## config.mk

```make
export PLATFORM = sky130hd
export DESIGN_NAME = sdc_snapshot
export DESIGN_NICKNAME = d
export VERILOG_FILES = /design/src/rtl/sdc_pkg.sv /design/src/rtl/sdc_snapshot.sv
export SDC_FILE = /design/constraint.sdc
export NUM_CORES = 1
export LEC_CHECK = 0
export ABC_AREA = 1
export ABC_CLOCK_PERIOD_IN_PS = 930
export BUFFER_PORTS_ARGS = -buffer_cell sky130_fd_sc_hd__buf_4
export CAP_MARGIN = 20
export CORE_MARGIN = 4
export CORE_UTILIZATION = 35
export DETAILED_ROUTE_END_ITERATION = 6
export HOLD_SLACK_MARGIN = 0.02
export MAX_ROUTING_LAYER = met4
export PLACE_DENSITY = 0.58
export SLEW_MARGIN = 5
export SYNTH_ARGS = -nofsm -noshare
export SYNTH_HDL_FRONTEND = slang
export SYNTH_SLANG_ARGS = --single-unit
```

## constraint.sdc

```tcl
create_clock -name clk -period 0.93 [get_ports clk]
set_input_delay 0.186 -clock clk [delete_from_list [all_inputs] [get_ports clk]]
set_output_delay 0.186 -clock clk [all_outputs]
set_load 0.02 [all_outputs]
```

## src/rtl/sdc_pkg.sv

```systemverilog
package sdc_pkg;
  typedef enum logic {
    PH_EMPTY  = 1'b0,
    PH_PRIMED = 1'b1
  } ref_phase_t;
endpackage

```

## src/rtl/sdc_snapshot.sv

```systemverilog
module sdc_snapshot #(
  parameter int STATE_W = 16
) (
  input  logic               clk,
  input  logic               rst,
  input  logic               smp_valid,
  input  logic [STATE_W-1:0] smp_state,
  output logic [STATE_W-1:0] toggled,
  output logic               have_ref
);
  import sdc_pkg::*;

  ref_phase_t         phase_q;
  logic [STATE_W-1:0] ref_q;

  always_ff @(posedge clk) begin
    if (rst) begin
      phase_q <= PH_EMPTY;
      ref_q   <= '0;
    end else if (smp_valid) begin
      phase_q <= PH_PRIMED;
      ref_q   <= smp_state;
    end
  end

  assign toggled  = smp_state ^ ref_q;
  assign have_ref = (phase_q == PH_PRIMED);

  AST_REF_HELD_IDLE: assert property (@(posedge clk) disable iff (rst)
    !smp_valid |=> $stable(ref_q));
endmodule

```

Yosys cells after proc, flatten, opt, wreduce, memory -nomap -nowiden
Cells that the tools add are included.
{"block": "word_totals", "regBits": 17, "wordCells": 3, "out_inout_bits": 17}
{"block": "op_classes", "n_bitwise": 1}
{"cell": "$xor A16 B16 Y16", "n": 1}

Longest topological paths before layout
Gate-level depths: netlist of the first run.
{"block": "logic_depth", "depth_word": 1, "ltp_mapped": 5, "mapped_depth_nobuf": 4}

Worst setup path after synthesis of the first run
Ideal clock, no wire load.
{"block": "synth_timing", "kind": "reg2out", "from": "register ref_q[0]", "to": "output toggled[0]", "path_stages_with_launch": 2, "required_time_ns": 0.744, "t_arrival_ns": 0.682, "path_slack_ns": 0.062, "cell_sequence": "dfxtp_1 > xor2_1"}
{"block": "synth_via", "elab_chain_len": 1}
{"item": "start: declaration", "line_no": "sdc_snapshot.sv:14", "rtl": "logic [STATE_W-1:0] ref_q;"}
{"item": "start signal: assignment", "line_no": "sdc_snapshot.sv:22", "rtl": "ref_q <= smp_state;"}
{"item": "$xor A16 B16 Y16", "line_no": "sdc_snapshot.sv:26", "rtl": "assign toggled = smp_state ^ ref_q;"}
{"item": "end: declaration", "line_no": "sdc_snapshot.sv:8", "rtl": "output logic [STATE_W-1:0] toggled,"}
No other way between the ends.

Worst setup path after layout of the first run
Ends and elaborated chain as after synthesis.

==> results of run 1 <==
-- area by class of cell --
class	instances	area, µm²	area share
inverters	17	63.8	0.0531
repair buffers	36	274	0.228
clock buffers	4	26.3	0.0219
flip-flops and latches	17	362	0.301
multi-input cells	82	438	0.365
well taps	30	37.5	0.0313
-- power by group through the flow --
stage	Combinational, W	Clock (W)	Sequential (W)
4_1_cts	0.000531	0.000403	0.000822
6_report	0.000522	0.000378	0.000822
3_3_place_gp	0.000514	0	0.000826
2_1_floorplan	0.000321	0	0.000827
5_1_grt	0.000570	0.000439	0.000830
3_5_place_dp	0.000523	0	0.000829
-- registers in the layout, indices dropped and copies added, names as in the netlist --
register  count
have_ref      1
ref_q        16
-- routing by layer --
layer	wire (µm)	global-route usage	vias to the layer above
li1	-	-	410
met1	739	0.133	318
met2	794	0.164	23
met3	138	0.0263	2
met4	13	0.0388	0
met5	0	-	-
-- kinds of logic (layout without fill, tap and decap cells) --
group	after synthesis	count (layout)	share of synthesized area
AND/OR/NAND/NOR	66	66	0.328
buffers and inverters	22	57	0.142
flip-flops	17	17	0.375
XOR/XNOR	16	16	0.154
-- critical path, cell delays in order (launching register included) --
cell and delay, ns:
dfxtp_2 0.34, xor2_1 0.16, buf_4 0.17
-- through the flow --
step	instance area [µm²]	total power [W]	setup slack (ns)	setup TNS, ns
floorplan	907	0.00115	0.0618	0
global placement	1140	0.00134	0.105	0
detailed placement	1140	0.00135	0.0807	0
CTS	1200	0.00176	-0.213	-2.97
global route	1200	0.00184	-0.274	-3.71
finish	1200	0.00172	-0.193	-2.73
-- cells in the final DEF (no fill, tap or decap) --
master	count
buf_4	35
nor2_1	24
clkbuf_4	3
xor2_1	16
nand2_2	10
buf_6	1
nor2_2	10
inv_2	1
nand2_1	22
clkbuf_1	1
inv_1	16
dfxtp_2	17
-- path summary, 6_finish.rpt --
kind	from	depth (start not counted)	to
max	ref_q[0]$_SDFFE_PP0P_	2	toggled[0]
min	rst	2	have_ref$_SDFFE_PP0P_
max reg2reg	ref_q[6]$_SDFFE_PP0P_	3	ref_q[6]$_SDFFE_PP0P_
min reg2reg	have_ref$_SDFFE_PP0P_	2	have_ref$_SDFFE_PP0P_
-- repair_timing --
item | in CTS | in global routing
gates cloned | 0 | 0
setup endpoints to repair | 17 | 17
gates resized for setup | 18 | 0
pin swaps | 1 | 1
setup buffers | 1 | 0
==> flow_summary.ini, run 1 <==
[worst_setup_path]
r2r_setup_slack_ns = 0.23
worstSetupStartpointType = register
critPathMaxFanout = 2
arrival_ns = 0.94
critPathKind = reg2out
cp_data_required_time_ns = 0.74
crit_path_end_kind = output pin

[floorplanning]
ios = 36
fp.coreArea_mm2 = 0.00248
die_h_um = 58.9
dieArea_mm2 = 0.00347
placementRows = 18
start_util = 0.366
die_w_um = 58.9

[clock_network]
clk_path_buf_depth = 2
hold_buffers = 0
cts_tree = done
cts_inserted_buffers = 3
htree_levels = 1
clockRootBuffer = clkbuf_4
clock_latency_ns = 0.28
cts.clk_slew.worst_paths_ns = 0.09
cts.sinks = 17

[sta]
layout_setup_ws_ns = -0.193
hold_viol_final = 0
maxSlewHeadroom = 0.758
setup_viol = 16
slew_violations = 0
rsz0062_at_grt = yes
tightest_slew_ns = 0.363
max_freq_mhz = 891
finalHoldWorstSlack_ns = 0.0577
timing.final.crit_share = 1.21
fin_crit_ns = 1.12
finClkSkew_ns = 0

[global_route]
track_usage = 0.106
grt_pass1_vias = 670
grt_first_pass_wirelength_mm = 2.81
antenna_found_initial = 0
grt_max_degree = 34
grt_overflow = 0

[synth]
synth_nets = 140
synth_top_flop_cell = dfxtp_1
synth_cells = 121
yosysTopAreaCellShare = 0.375
yosys_warnings = 0
synth_most_common_cell = nor2_1
synth_area_per_cell_um2 = 7.50
yosys.cell_types.count = 12
synthTopCellsByCount = nor2_1, nand2_1, dfxtp_1
yosysTopAreaCell = dfxtp_1
synth_area_um2 = 907
async_reset_ff_frac = 0
synth_area_leaders = dfxtp_1, xor2_1, nor2_1
synth_seq_cells = 17
yosysSeqAreaShare = 0.375
synth_edf_count = 0

[power]
power_density_mw_per_mm2 = 1430
peakVddDrop_v = 0.000959
combPwrFrac = 0.303
p_clk_frac = 0.220
p_int_w = 0.00120
p_sw_w = 0.000527
p_sw_frac = 0.306
pwr-share-seq = 0.477
power.leakage_nw = 0.667

[run_status]
outcome = finished with violations
failed_checks = setup timing

[cells_and_area]
final_core_util = 0.485
syn_to_final_growth_pct = 32.4
drive_above_1_share = 0.494
fin_cells = 186
fin_nets = 176
fill_cells = 260
antennaDiodeCount = 0

[detailed_routing]
drt-total-wl_mm = 1.69
via_per_inst = 4.05
wl_per_cell_um = 9.06
vias = 753
drc = 0
drtPass1Iterations = 2
drtAntennaViolNets = 0
drt_iter0_markers = 5

[placed_design]
place.gp.congestion = 0.577
dp_hpwl_mm = 1.24
dp_cells = 181
port_buffers = 35

[min_path]
hold_path.class = in2reg

[job]
drv_cap = 0
Note: power is estimated with default switching activity, not from simulation.
==> run 2, diff against run 1 <==
--- a/config.mk
+++ b/config.mk
@@ -7,14 +7,14 @@
 export LEC_CHECK = 0
 export ABC_AREA = 1
 export ABC_CLOCK_PERIOD_IN_PS = 930
-export BUFFER_PORTS_ARGS = -buffer_cell sky130_fd_sc_hd__buf_4
 export CAP_MARGIN = 20
 export CORE_MARGIN = 4
 export CORE_UTILIZATION = 35
 export DETAILED_ROUTE_END_ITERATION = 6
+export DONT_BUFFER_PORTS = 1
 export HOLD_SLACK_MARGIN = 0.02
 export MAX_ROUTING_LAYER = met4
-export PLACE_DENSITY = 0.58
+export PLACE_DENSITY = 0.46
 export SLEW_MARGIN = 5
 export SYNTH_ARGS = -nofsm -noshare
 export SYNTH_HDL_FRONTEND = slang
==> run 2 against run 1 <==
The flow still finishes with violations (setup timing). Routed wire length fell by 3.5%. Core utilization fell by 5.1 points. Total power fell by 5.3%. Die area did not move. Critical path depth did not move. Setup slack barely moved. Final cell count fell by 9.1%. Combinational power fell by 19%. Clock skew did not move. Sequential power rose by 0.5%. Worst hold slack got worse by 0.019 ns. Flip-flop and latch count did not move. Critical endpoint is now toggled[13].
==> flow_summary.ini, run 2 (same netlist as run 1, synthesis figures left out) <==
[cells_and_area]
drive_above_1_share = 0.417
largest_reg_flops = 16
final_core_util = 0.434
antennaDiodeCount = 0
fill_cells = 267
final_common_cell = nor2_1
final_area_mm2 = 0.00107
fin_nets = 159
layout_common_cells = nor2_1, nand2_1, dfxtp_2, buf_4
syn_to_final_growth_pct = 18.5
largest-register = ref_q

[worst_setup_path]
critical_path.cell_chain = xor2_1 > buf_4
critPathMaxFanout = 2
worstSetupStartpointType = register
arrival_ns = 0.94
slowest_delay_ns = 0.35
critPathKind = reg2out
crit_path_end_kind = output pin
critical_path.slowest_cell = dfxtp_2
cp_data_required_time_ns = 0.74

[min_path]
hold_path.class = in2reg

[sta]
slew_violations = 0
layout_setup_ws_ns = -0.193
finClkSkew_ns = 0
fin_crit_ns = 1.12
hold_viol_final = 0
tightest_slew_ns = 0.285
finalHoldWorstSlack_ns = 0.0389
max_freq_mhz = 890
timing.final.crit_share = 1.21
maxSlewHeadroom = 0.810
rsz0062_at_grt = yes
setup_viol = 16

[run_status]
failed_checks = setup timing
outcome = finished with violations

[clock_network]
cts_inserted_buffers = 3
cts_tree = done
clk_path_buf_depth = 2
cts.clk_slew.worst_paths_ns = 0.09
clock_latency_ns = 0.28
htree_levels = 1
clockRootBuffer = clkbuf_4
cts.sinks = 17

[detailed_routing]
wl_per_cell_um = 9.63
drtPass1Iterations = 3
drt-total-wl_mm = 1.63
drtAntennaViolNets = 0
drc = 0
vias = 710
drt_iter0_markers = 24
via_per_inst = 4.20

[global_route]
grt_max_degree = 34
track_usage = 0.109
grt_overflow = 0
grt_first_pass_wirelength_mm = 2.82
antenna_found_initial = 0
grt_pass1_vias = 699

[power]
power_density_mw_per_mm2 = 1520
p_total_w = 0.00163
power.leakage_nw = 0.583
peakVddDrop_v = 0.000892

[placed_design]
port_buffers = 0
place.gp.congestion = 0.551
placed_area_um2 = 1000
dp_hpwl_mm = 1.15

[floorplanning]
dieArea_mm2 = 0.00347
ios = 36
fp.coreArea_mm2 = 0.00248
die_h_um = 58.9
placementRows = 18
start_util = 0.366
die_w_um = 58.9

[job]
drv_cap = 0
run 2: changes by cell type in the layout (fill, tap and decap cells not counted), sizes merged:
cell         previous run  this run
buf                    36        17
dlygate4sd3             0         2
run 2: area by class of cell:
cell class | instances | area, µm² | area share
sequential | 17 | 362 | 0.336
clock buffer | 4 | 26.3 | 0.0244
multi-input combinational | 82 | 438 | 0.407
inverter | 17 | 63.8 | 0.0594
tap | 30 | 37.5 | 0.0349
timing repair buffer | 19 | 148 | 0.137
run 2: what timing repair did:
action	in CTS	in global routing
pin swaps	0	0
resized for setup	17	0
hold buffers	1	1
buffers inserted	1	0
hold endpoints to repair	1	1
setup endpoints to repair	17	16
run 2: path summary, 6_finish.rpt:
| path | startpoint | to | slack, ns | cells past startpoint |
|---|---|---|---|---|
| max | ref_q[13]$_SDFFE_PP0P_ | toggled[13] | -0.19 | 2 |
| min | smp_valid | ref_q[15]$_SDFFE_PP0P_ | 0.04 | 2 |
| max reg2reg | ref_q[1]$_SDFFE_PP0P_ | ref_q[1]$_SDFFE_PP0P_ | 0.21 | 3 |
| min reg2reg | ref_q[11]$_SDFFE_PP0P_ | ref_q[11]$_SDFFE_PP0P_ | 0.48 | 2 |
run 2: critical path: cells and delay by family (launching register included):
family    cells  cell delay [ns]
xor+xnor      1             0.15
flops         1             0.35
buf+inv       1             0.16
run 2: metrics by stage:
stage	instances	worst slack (ns)	TNS, ns
2_1_floorplan	121	0.0618	0
3_3_place_gp	162	0.111	0
3_5_place_dp	162	0.0886	0
4_1_cts	168	-0.220	-3.19
5_1_grt	169	-0.275	-3.98
6_report	169	-0.193	-2.78
run 2: report_power, final:
part	internal [W]	switching, W	total, W
combinational	0.000195	0.000230	0.000425
sequential	0.000789	0.0000370	0.000826
clock	0.000166	0.000214	0.000380
total	0.00115	0.000481	0.00163
run 2: routing by layer:
metal  wire [µm]  up-vias  GRT usage  share of wire
met5           0        -          -              0
met4          19        0     0.0583          0.012
met3         162        2     0.0351           0.10
met2         791       23      0.181           0.49
met1         654      306      0.115           0.40
li1            -      379          -              -
==> run 3, diff against run 2 <==
--- a/config.mk
+++ b/config.mk
@@ -14,7 +14,6 @@
 export DONT_BUFFER_PORTS = 1
 export HOLD_SLACK_MARGIN = 0.02
 export MAX_ROUTING_LAYER = met4
-export PLACE_DENSITY = 0.46
 export SLEW_MARGIN = 5
 export SYNTH_ARGS = -nofsm -noshare
 export SYNTH_HDL_FRONTEND = slang
==> run 3 against run 2 <==
The flow still finishes with violations (setup timing). Sequential share of layout area down 0.54 points. Combinational power up 2%. Clock skew unchanged. Count of clock-buffer cells in the layout unchanged. Clock power up 5.3%. Setup slack worse by 0.031 ns. Flip-flop and latch count unchanged. Final area up 1.6%.
==> flow_summary.ini, run 3 (same netlist as run 1, synthesis figures left out) <==
[floorplanning]
die_h_um = 58.9
start_util = 0.366
ios = 36
die_w_um = 58.9
placementRows = 18
dieArea_mm2 = 0.00347
fp.coreArea_mm2 = 0.00248

[placed_design]
port_buffers = 0
dp_hpwl_mm = 1.16
place.gp.congestion = 0.581

[cells_and_area]
largest-register = ref_q
layout_common_cells = nor2_1, nand2_1, dfxtp_2, buf_4, inv_1
syn_to_final_growth_pct = 20.4
fin_nets = 160
drive_above_1_share = 0.421
antennaDiodeCount = 0
largest_reg_flops = 16
final_common_cell = nor2_1

[worst_setup_path]
crit_path_end_kind = output pin
critPathKind = reg2out
crit_start = ref_q[0]$_SDFFE_PP0P_
cp_top_family = flip-flops
arrival_ns = 0.97
r2r-start = ref_q[11]$_SDFFE_PP0P_
critical_path.slowest_cell = dfxtp_2
cp_num_buf_inv = 1
slowest_delay_ns = 0.35
worstSetupStartpointType = register
critical_path.cell_chain = xor2_2 > buf_4
cp_data_required_time_ns = 0.74
critPathMaxFanout = 2

[sta]
rsz0062_at_grt = yes
finClkSkew_ns = 0
hold_viol_final = 0
layout_setup_ws_ns = -0.224
max_freq_mhz = 867
tightest_slew_ns = 0.287
slew_violations = 0
finalHoldWorstSlack_ns = 0.0290
fin_crit_ns = 1.15
fin_setup_tns_ns = -2.98
maxSlewHeadroom = 0.808
setup_viol = 16
timing.final.crit_share = 1.24

[detailed_routing]
drt_iter0_markers = 14
drtAntennaViolNets = 0
wl_per_cell_um = 10.1
via_per_inst = 4.14
drtPass1Iterations = 4
drt-total-wl_mm = 1.72
drc = 0
vias = 703

[min_path]
hold_path.class = in2reg
hp-start = smp_valid

[run_status]
outcome = finished with violations
failed_checks = setup timing

[clock_network]
clock_latency_ns = 0.29
clk_path_buf_depth = 2
clockRootBuffer = clkbuf_4
htree_levels = 1
cts.clk_slew.worst_paths_ns = 0.10
cts.sinks = 17
cts_inserted_buffers = 3
cts_tree = done

[power]
peakVddDrop_v = 0.000839
power_density_mw_per_mm2 = 1520
power.leakage_nw = 0.588

[global_route]
antenna_found_initial = 0
grt_pass1_vias = 669
grt_first_pass_wirelength_mm = 2.86
grt_overflow = 0
track_usage = 0.110
grt_max_degree = 34

[job]
drv_cap = 0
-- run 3: cell types whose count changed in the layout (fill, tap and decap cells not counted) --
cell and change:
xor2_1 -1, dlygate4sd3_1 +1, xor2_2 +1
-- run 3: power by group --
| part | internal (W) | total (W) | switching, W |
|---|---|---|---|
| clock | 0.000167 | 0.000400 | 0.000233 |
| sequential | 0.000789 | 0.000827 | 0.0000381 |
| combinational | 0.000200 | 0.000433 | 0.000233 |
-- run 3: worst paths after layout --
kind                            end  slack, ns  cells past startpoint
max                      toggled[0]      -0.22                      2
min          ref_q[15]$_SDFFE_PP0P_       0.03                      2
max reg2reg  ref_q[11]$_SDFFE_PP0P_       0.26                      3
min reg2reg  ref_q[12]$_SDFFE_PP0P_       0.48                      2
-- run 3: through the flow --
step	util	total power, W	worst slack, ns	area [µm²]	cells
after detailed placement	0.404	0.00125	0.0742	1000	162
final	0.441	0.00166	-0.224	1090	170
after global placement	0.404	0.00124	0.0943	1000	162
after CTS	0.431	0.00168	-0.246	1070	168
after global routing	0.441	0.00178	-0.287	1090	170
after floorplan	-	0.00115	0.0618	907	121
-- run 3: area by class of cell --
cell class	count	area, µm²
sequential	17	362
multi-input combinational	82	445
inverter	17	63.8
fill	248	1390
tap	30	37.5
clock buffer	4	26.3
timing repair buffer	20	158
-- run 3: worst reg2reg max path: stages (launching register included) --
cell and delay, ns:
dfxtp_2 0.33, buf_4 0.12, nor2_1 0.07, nor2_1 0.05
-- run 3: per-layer routing --
metal | track usage | up-vias | routed length [µm]
met5 | - | - | 0
met4 | 0.0485 | 0 | 6
met3 | 0.0351 | 2 | 170
met2 | 0.177 | 27 | 781
met1 | 0.124 | 295 | 763
li1 | - | 379 | -
-- run 3: timing repair --
action / CTS / global route
endpoints found under the hold margin: 1 / 1
pin swaps: 1 / 1
gates resized for setup: 17 / 1
buffers inserted: 0 / 1
setup endpoints to repair: 17 / 16
hold buffers: 2 / 1
